--- src/rtl/qpc_pkg.sv ---
package qpc_pkg;
  // Strobes from the decoder to the datapath, valid for one cycle
  typedef struct packed {
    logic up;
    logic dn;
    logic illegal;
    logic idxEdge;
  } qpc_strobe_t;
endpackage

--- src/rtl/qpc_ctrl.sv ---
module qpc_ctrl
  import qpc_pkg::*;
#(
  parameter int SYNC_STAGES = 2
) (
  input  logic        clk,
  input  logic        rst_n,
  input  logic        encA,
  input  logic        encB,
  input  logic        encIdx,
  input  logic [1:0]  edgeSel,
  output qpc_strobe_t strb
);
  localparam int TOP = SYNC_STAGES - 1;

  logic [TOP:0] shA, shB, shI;
  logic prvA, prvB, prvI;
  logic curA, curB, curI;
  logic chgA, chgB, useA, useB;

  always_ff @(posedge clk or negedge rst_n) begin
    if (!rst_n) begin
      shA  <= '0;
      shB  <= '0;
      shI  <= '0;
      prvA <= 1'b0;
      prvB <= 1'b0;
      prvI <= 1'b0;
    end else begin
      shA  <= {shA[TOP-1:0], encA};
      shB  <= {shB[TOP-1:0], encB};
      shI  <= {shI[TOP-1:0], encIdx};
      prvA <= shA[TOP];
      prvB <= shB[TOP];
      prvI <= shI[TOP];
    end
  end

  assign curA = shA[TOP];
  assign curB = shB[TOP];
  assign curI = shI[TOP];
  assign chgA = curA ^ prvA;
  assign chgB = curB ^ prvB;
  assign useA = (edgeSel != 2'b01);
  assign useB = (edgeSel != 2'b00);

  always_comb begin
    strb = '0;
    strb.idxEdge = curI & ~prvI;
    if (chgA && chgB) begin
      strb.illegal = 1'b1;
    end else if (chgA && useA) begin
      // A moved: up when A now differs from B (A leads)
      strb.up = (curA != curB);
      strb.dn = (curA == curB);
    end else if (chgB && useB) begin
      // B moved: up when B now equals A (B trails)
      strb.up = (curB == curA);
      strb.dn = (curB != curA);
    end
  end

  // a double change never also produces a count strobe
  a_r6_no_count_on_illegal: assert property (@(posedge clk) disable iff (!rst_n)
    $onehot0({strb.up, strb.dn, strb.illegal}));
endmodule

--- src/rtl/qpc_datapath.sv ---
module qpc_datapath
  import qpc_pkg::*;
#(
  parameter int WIDTH = 16
) (
  input  logic             clk,
  input  logic             rst_n,
  input  qpc_strobe_t      strb,
  output logic [WIDTH-1:0] count,
  output logic             dirDown,
  output logic             errFlag,
  output logic             idxIrq,
  output logic             wrapIrq
);
  localparam logic [WIDTH-1:0] ONE  = WIDTH'(1);
  localparam logic [WIDTH-1:0] ZERO = '0;
  localparam logic [WIDTH-1:0] ALL1 = '1;

  always_ff @(posedge clk or negedge rst_n) begin
    if (!rst_n) begin
      count   <= '0;
      dirDown <= 1'b0;
      errFlag <= 1'b0;
      idxIrq  <= 1'b0;
      wrapIrq <= 1'b0;
    end else begin
      idxIrq  <= strb.idxEdge;
      wrapIrq <= (strb.up && count == ALL1) || (strb.dn && count == ZERO);
      if (strb.illegal) errFlag <= 1'b1;
      if (strb.up) begin
        count   <= count + ONE;
        dirDown <= 1'b0;
      end else if (strb.dn) begin
        count   <= count - ONE;
        dirDown <= 1'b1;
      end
    end
  end

  // position moves by exactly one per cycle at most
  a_r2_single_step: assert property (@(posedge clk) disable iff (!rst_n)
    (count != $past(count)) |-> ((count - $past(count)) == ONE || ($past(count) - count) == ONE));
  // error flag is sticky
  a_r6_err_sticky: assert property (@(posedge clk) disable iff (!rst_n)
    errFlag |=> errFlag);
  // illegal sample leaves the count alone
  a_r6_hold_on_illegal: assert property (@(posedge clk) disable iff (!rst_n)
    strb.illegal |=> $stable(count));
  // a wrap pulse only accompanies a boundary value
  a_r8_wrap_at_edge: assert property (@(posedge clk) disable iff (!rst_n)
    wrapIrq |-> (count == ZERO || count == ALL1));
  // index pulse lasts one cycle
  a_r9_idx_pulse: assert property (@(posedge clk) disable iff (!rst_n)
    idxIrq |=> !idxIrq);
  // direction bit agrees with the last step taken
  a_r7_dir_follows: assert property (@(posedge clk) disable iff (!rst_n)
    strb.dn |=> dirDown);
endmodule

--- src/rtl/quad_pos_counter.sv ---
module quad_pos_counter
  import qpc_pkg::*;
#(
  parameter int WIDTH       = 16,
  parameter int SYNC_STAGES = 2
) (
  input  logic             clk,
  input  logic             rst_n,
  input  logic             encA,
  input  logic             encB,
  input  logic             encIdx,
  input  logic [1:0]       edgeSel,
  output logic [WIDTH-1:0] position,
  output logic             dirDown,
  output logic             illegalErr,
  output logic             idxIrq,
  output logic             wrapIrq
);
  qpc_strobe_t strb;

  qpc_ctrl #(.SYNC_STAGES(SYNC_STAGES)) ctrl_i (
    .clk     (clk),
    .rst_n   (rst_n),
    .encA    (encA),
    .encB    (encB),
    .encIdx  (encIdx),
    .edgeSel (edgeSel),
    .strb    (strb)
  );

  qpc_datapath #(.WIDTH(WIDTH)) dp_i (
    .clk     (clk),
    .rst_n   (rst_n),
    .strb    (strb),
    .count   (position),
    .dirDown (dirDown),
    .errFlag (illegalErr),
    .idxIrq  (idxIrq),
    .wrapIrq (wrapIrq)
  );
endmodule

--- config.mk ---
export PLATFORM = sky130hd
export DESIGN_NAME = quad_pos_counter
export DESIGN_NICKNAME = d
export VERILOG_FILES = /design/src/rtl/qpc_pkg.sv /design/src/rtl/qpc_ctrl.sv /design/src/rtl/qpc_datapath.sv /design/src/rtl/quad_pos_counter.sv
export SDC_FILE = /design/constraint.sdc
export NUM_CORES = 1
export LEC_CHECK = 0
export BUFFER_PORTS_ARGS = -buffer_cell sky130_fd_sc_hd__clkbuf_2
export CORE_UTILIZATION = 45
export CTS_CLUSTER_DIAMETER = 200
export DETAILED_ROUTE_END_ITERATION = 10
export PLACE_DENSITY = 0.65
export SLEW_MARGIN = 20
export SYNTH_ARGS = -nofsm -noshare
export SYNTH_HDL_FRONTEND = slang
export SYNTH_HIERARCHICAL = 1
export SYNTH_SLANG_ARGS = --single-unit
--- constraint.sdc ---
create_clock -name clk -period 3.5 [get_ports clk]
set_clock_uncertainty 0.2 [all_clocks]
set_input_delay 0.175 -clock clk [delete_from_list [all_inputs] [get_ports clk]]
set_output_delay 0.175 -clock clk [all_outputs]
set_load 0.03 [all_outputs]
==> results.cfg, run 1 <==
[run_status]
status = finished, final reports clean

[synth]
synthArstFlopShare_pct = 100
ys_warn_count = 6
synth_top_cell_area_share_pct = 38.2
synth_common_cells = dfrtp_1, nand2_1, o21ai_0, ha_1
yosysUniqueCellTypes = 51
seq_area_frac_synth_pct = 38.2
synthAdderAreaFrac_pct = 10.3
synth_compound_area_share_pct = 22.4
synthesis.nets = 217
synthXorXnorAreaFrac_pct = 7.64
synth_edf_count = 0
ys_seq_elements = 29
synth_top_flop_cell = dfrtp_1
synth.most_common_cell = dfrtp_1
synthCells = 195
avgSynthCellArea_um2 = 9.75
synth_top_family_by_area = compound AO/OA/AOI/OAI gates
synthTopCellsByArea = dfrtp_1, ha_1, o21ai_0
yosys.area.top_type = dfrtp_1
syn_area_um2 = 1900
synth-simple-area-share_pct = 17.8
muxShareOfSynthArea_pct = 0.527

[routing]
vias = 1575
drc = 0
wl_per_cell_um = 15.1
drt_iter0_drc = 74
topRoutingLayerUsed = met4
firstDrtPassIters = 4
drt_wl_total_um = 4260
ant_nets = 0
vias_per_cell = 5.60
met2_length_um = 1950
m1WireLength_um = 2080
wl_met3_um = 154

[clocking]
cts_buffer_depth = 2
cts.sinks = 29
tritoncts = built
cts_buffers = 5
clk_latency_ps = 290
clockRootBuffer = clkbuf_8
h-tree-depth = 2
clkTransAtPathRegs_ps = 60

[pwr]
power.leakage_nw = 0.994
peakVddDrop_mv = 0.422
p_total_mw = 2.29
power_density_nw_per_um2 = 1030

[grt]
grt_pass1_wl_um = 6750
grt.overflow.total = 0
grt_max_degree = 30
grt_pass1_vias = 1421
antenna_found_initial = 0
grt_usage_pct = 20.7

[critical_path]
crit_path_start_kind = flop
crit_chain = xnor3_1 > a211oi_2 > inv_2 > ha_1 > a21o_1 > a21oi_2 > o21ai_1 > and2_1 > o31a_1 > o31ai_2
critPathSlowestCell = xnor3_1
path_class = reg -> reg
worstPathRequired_ps = 3500
critPathArrivalTime_ps = 3180
critPathBufInv = 1
endpoint_kind = flop
path_max_fanout = 14
critPathTopFamily = compound AO/OA/AOI/OAI gates
cp_slowest_stage_delay_ps = 450

[timing]
tightestPinTransition_ps = 732
hold_viol = 0
slew_headroom_pct = 51.2
final.period_utilization_pct = 91.1
max_freq_mhz = 314
setup_viol = 0
period_needed_ps = 3190
rsz0062_at_grt = false
tns_ps = 0
drv_slew = 0

[floorplan]
initial_utilization_pct = 47.2
die_area_um2 = 4490
die_height_um = 67.0
ios = 27
die_w_um = 67.0
rows = 23
core_um2 = 4030

[final_layout]
antenna_cells = 0
drive_above_1_share_pct = 22.1
stdcell_area_um2 = 2220
syn_to_final_growth_pct = 16.9
fin_nets = 252

[placed_design]
io_buffers = 26
hpwlAfterDp_um = 3090
place_area_um2 = 2090
gp_congestion = 0.828

[worst_hold_path]
hold_path.class = reg -> reg

[job]
drv_cap = 0
[flip-flops by register name (all words and copies together) (netlist names)]
name and count:
dp_i/errFlag 1, ctrl_i/shI 2, dp_i/count 16, ctrl_i/shA 2, dp_i/idxIrq 1, ctrl_i/prvI 1
ctrl_i/prvB 1, ctrl_i/shB 2, dp_i/dirDown 1, dp_i/wrapIrq 1, ctrl_i/prvA 1
[layout make-up]
type | count | area, µm²
Timing Repair Buffer | 33 | 193
Tap cell | 50 | 62.6
Clock inverter | 3 | 17.5
Multi-Input combinational cell | 151 | 1120
Fill cell | 364 | 1810
Sequential cell | 29 | 726
Clock buffer | 5 | 68.8
Inverter | 10 | 37.5
[worst paths after layout]
path / startpoint / to / slack, ps / cells past startpoint
max: ctrl_i/shA[1] / dp_i/count[14] / 310 / 10
min: ctrl_i/shI[0] / ctrl_i/shI[1] / 150 / 0
max reg2reg: ctrl_i/shA[1] / dp_i/count[14] / 310 / 10
min reg2reg: ctrl_i/shI[0] / ctrl_i/shI[1] / 150 / 0
max in group asynchronous: rst_n / dp_i/count[11] / 2350 / 2
min in group asynchronous: rst_n / dp_i/count[6] / 270 / 2
[metrics by stage]
step / cells / utilization, % / worst slack, ps / hold WS (ps)
floorplan: 195 / - / 176 / -321
global placement: 269 / 52.0 / 253 / 70.8
detailed placement: 269 / 52.0 / 214 / 70.3
CTS: 281 / 55.1 / 191 / 150
global route: 281 / 55.1 / 132 / 159
finish: 281 / 55.1 / 313 / 148
[cell usage in the layout, fill, tap and decap left out, types with 6 or more instances in the layout]
master,netlist,layout
inv_1,10,9
clkbuf_2,0,26
xnor2_1,9,9
ha_1,14,14
nor4_1,6,6
nand2_1,16,16
a21oi_1,10,10
o21ai_0,16,16
nor2_1,10,9
dfrtp_1,29,29
[where the power goes]
part / leakage [nW] / total (mW) / internal (mW) / switching [mW]
Sequential: 0.346 / 0.592 / 0.440 / 0.153
Combinational: 0.604 / 1.42 / 0.563 / 0.860
Clock: 0.0439 / 0.271 / 0.137 / 0.134
Total: 0.994 / 2.29 / 1.14 / 1.15
[cells by family (layout without fill, tap and decap cells)]
logic type / count (synthesis) / in the layout
AO/OA/AOI/OAI: 57 / 57
multiplexers: 1 / 1
adder cells (fa/ha/maj): 15 / 15
flip-flops: 29 / 29
XOR/XNOR: 15 / 15
buffers and inverters: 15 / 51
AND/OR/NAND/NOR: 63 / 63
[layer usage]
| layer | vias up | global-route usage, % |
|---|---|---|
| met5 | - | 0 |
| met4 | 0 | 10.1 |
| met3 | 7 | 5.65 |
| met2 | 35 | 31.6 |
| met1 | 743 | 26.5 |
| li1 | 790 | - |
[timing repair]
action | in CTS | in global routing
hold buffers | 4 | 0
endpoints found under the setup margin | 0 | 1
hold endpoints to repair | 32 | 0
gates resized for setup | 0 | 1
buffers inserted | 0 | 0
No activity file was read; power rests on OpenSTA's default activity.
==> run 2, diff against run 1 <==
MAX_ROUTING_LAYER = met4   (was not set)
==> run 2 against run 1 <==
Sequential share of layout area stayed put. Die area stayed put. Final cell count stayed put. Worst setup slack better by 4.1 ps. Via count is 0.13% higher. Flip-flop and latch count stayed put. Fmax is 0.13% higher. Clock power hardly changed. Worst hold slack stayed put. Core utilization stayed put. Highest routed layer unchanged.
==> results.cfg, run 2 (synthesis results as in run 1) <==
[run_status]
status = finished, final reports clean

[final_layout]
drive_above_1_share_pct = 22.1
mostFrequentLayoutCells = dfrtp_1, clkbuf_2, nand2_1, o21ai_0, ha_1
fin_nets = 252
regMostFlops = dp_i/count
syn_to_final_growth_pct = 16.9
antenna_cells = 0
largest_register_ffs = 16
stdcell_area_um2 = 2220
fill_cells = 364
mostFrequentLayoutCell = dfrtp_1
final_cells = 281

[floorplan]
initial_utilization_pct = 47.2
rows = 23
die_height_um = 67.0
ios = 27
die_area_um2 = 4490
core_um2 = 4030
die_w_um = 67.0

[routing]
vias_per_cell = 5.61
ant_nets = 0
drt_wl_total_um = 4250
drc = 0
wl_per_cell_um = 15.1
firstDrtPassIters = 4
drt_iter0_drc = 82
vias = 1577

[timing]
setup_viol = 0
max_freq_mhz = 314
final.period_utilization_pct = 90.9
rsz0062_at_grt = false
tns_ps = 0
drv_slew = 0
hold_viol = 0
slew_headroom_pct = 51.1
tightestPinTransition_ps = 734
period_needed_ps = 3180

[grt]
grt.overflow.total = 0
grt_pass1_vias = 1426
grt_usage_pct = 21.2
grt_max_degree = 30
antenna_found_initial = 0
grt_pass1_wl_um = 6730

[placed_design]
io_buffers = 26
hpwlAfterDp_um = 3090
dp.cells = 269
place_area_um2 = 2090
gp_congestion = 0.841

[clocking]
cts_buffers = 5
clockRootBuffer = clkbuf_8
h-tree-depth = 2
post_cts_buffers = 0
tritoncts = built
cts.sinks = 29
clkTransAtPathRegs_ps = 60
clk_latency_ps = 290
cts_buffer_depth = 2

[critical_path]
worstPathRequired_ps = 3500
crit_path_start_kind = flop
critPathArrivalTime_ps = 3180
path_max_fanout = 14
path_class = reg -> reg
ff2ff_setup_slack_ps = 320
endpoint_kind = flop

[pwr]
peakVddDrop_mv = 0.420
power_density_nw_per_um2 = 1030
power.leakage_nw = 0.994

[worst_hold_path]
hold_path.class = reg -> reg

[job]
drv_cap = 0
run 2: cell counts in the layout (fill, tap and decap cells not counted):
No cell type changed its count.
run 2: worst paths after layout:
check | from | to | cells past startpoint
max | ctrl_i/shA[1] | dp_i/count[14] | 10
min | ctrl_i/shI[0] | ctrl_i/shI[1] | 0
max reg2reg | ctrl_i/shA[1] | dp_i/count[14] | 10
min reg2reg | ctrl_i/shI[0] | ctrl_i/shI[1] | 0
max in group asynchronous | rst_n | dp_i/count[11] | 2
min in group asynchronous | rst_n | dp_i/count[6] | 2
run 2: through the flow:
stage                     total power [mW]  hold slack, ps  util [%]  worst slack, ps
final                                 2.29             148      55.1              317
after detailed placement              2.00            70.3      52.0              214
after global placement                1.99            70.8      52.0              253
after global routing                  2.46             159      55.1              132
after floorplan                       1.68            -321         -              176
after CTS                             2.29             150      55.1              191
run 2: final cells by class:
cell class / count / area (µm²) / share of cell area (%)
timing repair buffer: 33 / 193 / 8.68
multi-input combinational: 151 / 1120 / 50.3
clock inverter: 3 / 17.5 / 0.789
sequential: 29 / 726 / 32.7
tap: 50 / 62.6 / 2.82
clock buffer: 5 / 68.8 / 3.10
inverter: 10 / 37.5 / 1.69
run 2: power breakdown:
| part | total [mW] | internal [mW] | switching (mW) |
|---|---|---|---|
| combinational | 1.42 | 0.563 | 0.861 |
| sequential | 0.592 | 0.440 | 0.152 |
| clock | 0.271 | 0.137 | 0.134 |
| total | 2.29 | 1.14 | 1.15 |
run 2: repair_timing:
item | in CTS | in global routing
resized for setup | 0 | 1
setup endpoints to repair | 0 | 1
hold buffers | 4 | 0
hold endpoints to repair | 32 | 0
run 2: critical path: stages (launching register included):
cell	delay, ps
dfrtp_1	410
xnor3_1	450
a211oi_2	280
inv_2	180
ha_1	410
a21o_1	250
a21oi_2	210
o21ai_1	90
and2_1	170
o31a_1	250
o31ai_2	200
run 2: per-layer routing:
| metal | vias to the layer above | routed length [µm] | GRT usage (%) |
|---|---|---|---|
| li1 | 790 | - | - |
| met1 | 747 | 2080 | 26.4 |
| met2 | 33 | 1940 | 31.6 |
| met3 | 7 | 144 | 5.65 |
| met4 | 0 | 74 | 10.1 |
| met5 | - | 0 | - |
==> run 3, diff against run 2 <==
ABC_AREA = 1   (was not set)
PLACE_DENSITY = 0.62   (was 0.65)
clock period = 3.4 ns   (was 3.5 ns; I/O delays follow)
==> run 3 against run 2 <==
Worst hold slack got worse by 2.9 ps. Core utilization increased by 0.070 points. Final cell count rose by 38%. Die area increased by 8.6%. Critical path depth rose by 6. Synthesized cell count up 53%. Routed wire length rose by 8.4%. Worst setup slack improved by 63 ps. Sequential share of layout area down 2.7 points. Register-to-register slack gained 60 ps. Fmax grew 5.4%. Largest power group unchanged.
==> results.cfg, run 3 <==
[timing]
setup_viol = 0
drv_slew = 0
max_freq_mhz = 331
tns_ps = 0
rsz0062_at_grt = false
holdWs_ps = 145
final.period_utilization_pct = 88.8
period_needed_ps = 3020
hold_viol = 0
setup_ws_ps = 380
slew_headroom_pct = 50.6
tightestPinTransition_ps = 741

[final_layout]
stdcell_area_um2 = 2420
multi_input_area_um2 = 1140
drive_above_1_share_pct = 14.3
mostFrequentLayoutCell = nand2_1
post-route-util_pct = 55.2
fill_cells = 425
final_cells = 388
largest_register_ffs = 16
regArea_um2 = 726
mostFrequentLayoutCells = nand2_1, inv_1, dfrtp_1
antenna_cells = 0
regMostFlops = dp_i/count
fin_nets = 357
syn_to_final_growth_pct = 16.9

[placed_design]
dp.cells = 376
place_area_um2 = 2260
gp_congestion = 0.943
hpwlAfterDp_um = 3520
place_ws_ps = 397
io_buffers = 26

[grt]
grt_pass1_vias = 1652
grt_usage_pct = 20.6
grt.overflow.total = 0
antenna_found_initial = 0
grt_pass1_wl_um = 7610
grt_max_degree = 30

[routing]
firstDrtPassIters = 4
drt_wl_total_um = 4600
wl_per_cell_um = 11.9
vias = 1864
drt_iter0_drc = 114
vias_per_cell = 4.80
ant_nets = 0
drc = 0

[synth]
synth-simple-area-share_pct = 38.3
synth_edf_count = 0
synth.most_common_cell = nand2_1
synth_compound_area_share_pct = 5.38
synth_top_flop_cell = dfrtp_1
avgSynthCellArea_um2 = 6.94
yosys.area.top_type = dfrtp_1
synth_top_family_by_area = simple AND/OR/NAND/NOR gates
yosysUniqueCellTypes = 34
synthTopCellsByArea = dfrtp_1, nand2_1, inv_1
muxShareOfSynthArea_pct = 0
ys_seq_elements = 29
synthAdderAreaFrac_pct = 9.43
synthCells = 298
seq_area_frac_synth_pct = 35.1
synth_top_cell_area_share_pct = 35.1
synthXorXnorAreaFrac_pct = 2.12
syn_area_um2 = 2070
ys_warn_count = 6
synthArstFlopShare_pct = 100
synth_common_cells = nand2_1, inv_1, dfrtp_1, nand3_1
synthesis.nets = 320

[pwr]
p_total_mw = 2.53
peakVddDrop_mv = 0.442
power.leakage_nw = 1.37
power_density_nw_per_um2 = 1050

[clocking]
cts_buffer_depth = 2
cts_buffers = 5
h-tree-depth = 2
tritoncts = built
clockRootBuffer = clkbuf_8
clk_latency_ps = 280
ctsResizeCount = 0
cts.sinks = 29
clkTransAtPathRegs_ps = 70

[critical_path]
critPathArrivalTime_ps = 2960
endpoint_kind = flop
path_max_fanout = 8
worstPathRequired_ps = 3340
cp_slowest_stage_delay_ps = 420
crit_chain = inv_1 > nand2_1 > nand2_1 > inv_1 > nand2_1 > nand2_2 > nor2_1 > inv_1 > buf_4 > ha_1 > or2_4 > nand3b_1 > nand2_2 > or2_0 > nand3_1 > o21ai_1
critPathBufInv = 4
crit_path_start_kind = flop
critPathTopFamily = simple AND/OR/NAND/NOR gates
critPathSlowestCell = dfrtp_1
path_class = reg -> reg

[floorplan]
die_area_um2 = 4870
core_um2 = 4380
ios = 27
rows = 24
die_w_um = 69.8
die_height_um = 69.8
initial_utilization_pct = 47.2

[worst_hold_path]
hold_path.class = reg -> reg

[run_status]
status = finished, final reports clean

[job]
drv_cap = 0
-- run 3: cell types whose count changed after synthesis, moves of 5 or more --
cell     before  now
nand3_1       5   24
nand2_1      16  109
o21ai_0      16    5
xnor2_1       9    2
a21o_1        5    0
inv_1        10   47
-- run 3: logic make-up after synthesis --
group           after synthesis
simple gates                178
fa+ha+maj                    15
buf+inv                      51
compound gates               20
flops                        29
xor+xnor                      5
-- run 3: timing repair --
item	4_1_cts	5_1_grt
setup buffers	0	0
hold buffers	4	0
endpoints found under the hold margin	32	0
-- run 3: final cells by class --
cell class | count | share of cell area (%)
Clock inverter | 1 | 1.24
Clock buffer | 7 | 3.57
Sequential cell | 29 | 30.0
Multi-Input combinational cell | 218 | 47.3
Inverter | 49 | 7.60
Timing Repair Buffer | 32 | 7.65
Tap cell | 52 | 2.69
-- run 3: final timing paths --
path                                from             to  slack (ps)  cells past startpoint
setup / recovery           ctrl_i/shA[1]  dp_i/count[5]         380                     16
hold / removal             ctrl_i/shA[0]  ctrl_i/shA[1]         150                      0
setup reg to reg           ctrl_i/shA[1]  dp_i/count[5]         380                     16
hold reg to reg            ctrl_i/shA[0]  ctrl_i/shA[1]         150                      0
max in group asynchronous          rst_n  ctrl_i/shA[0]        2240                      2
min in group asynchronous          rst_n  dp_i/count[6]         280                      2
-- run 3: per-layer routing --
layer  vias up  global-route usage [%]  share of wire [%]
met4         0                    6.67                1.6
met3         7                    3.92                3.7
met1       816                    28.0                 50
li1       1012                       -                  -
met2        29                    30.9                 44
met5         -                       -                  0
-- run 3: where the power goes --
| part | switching [mW] | internal [mW] |
|---|---|---|
| sequential | 0.142 | 0.455 |
| combinational | 1.02 | 0.544 |
| clock | 0.132 | 0.239 |
| total | 1.30 | 1.24 |
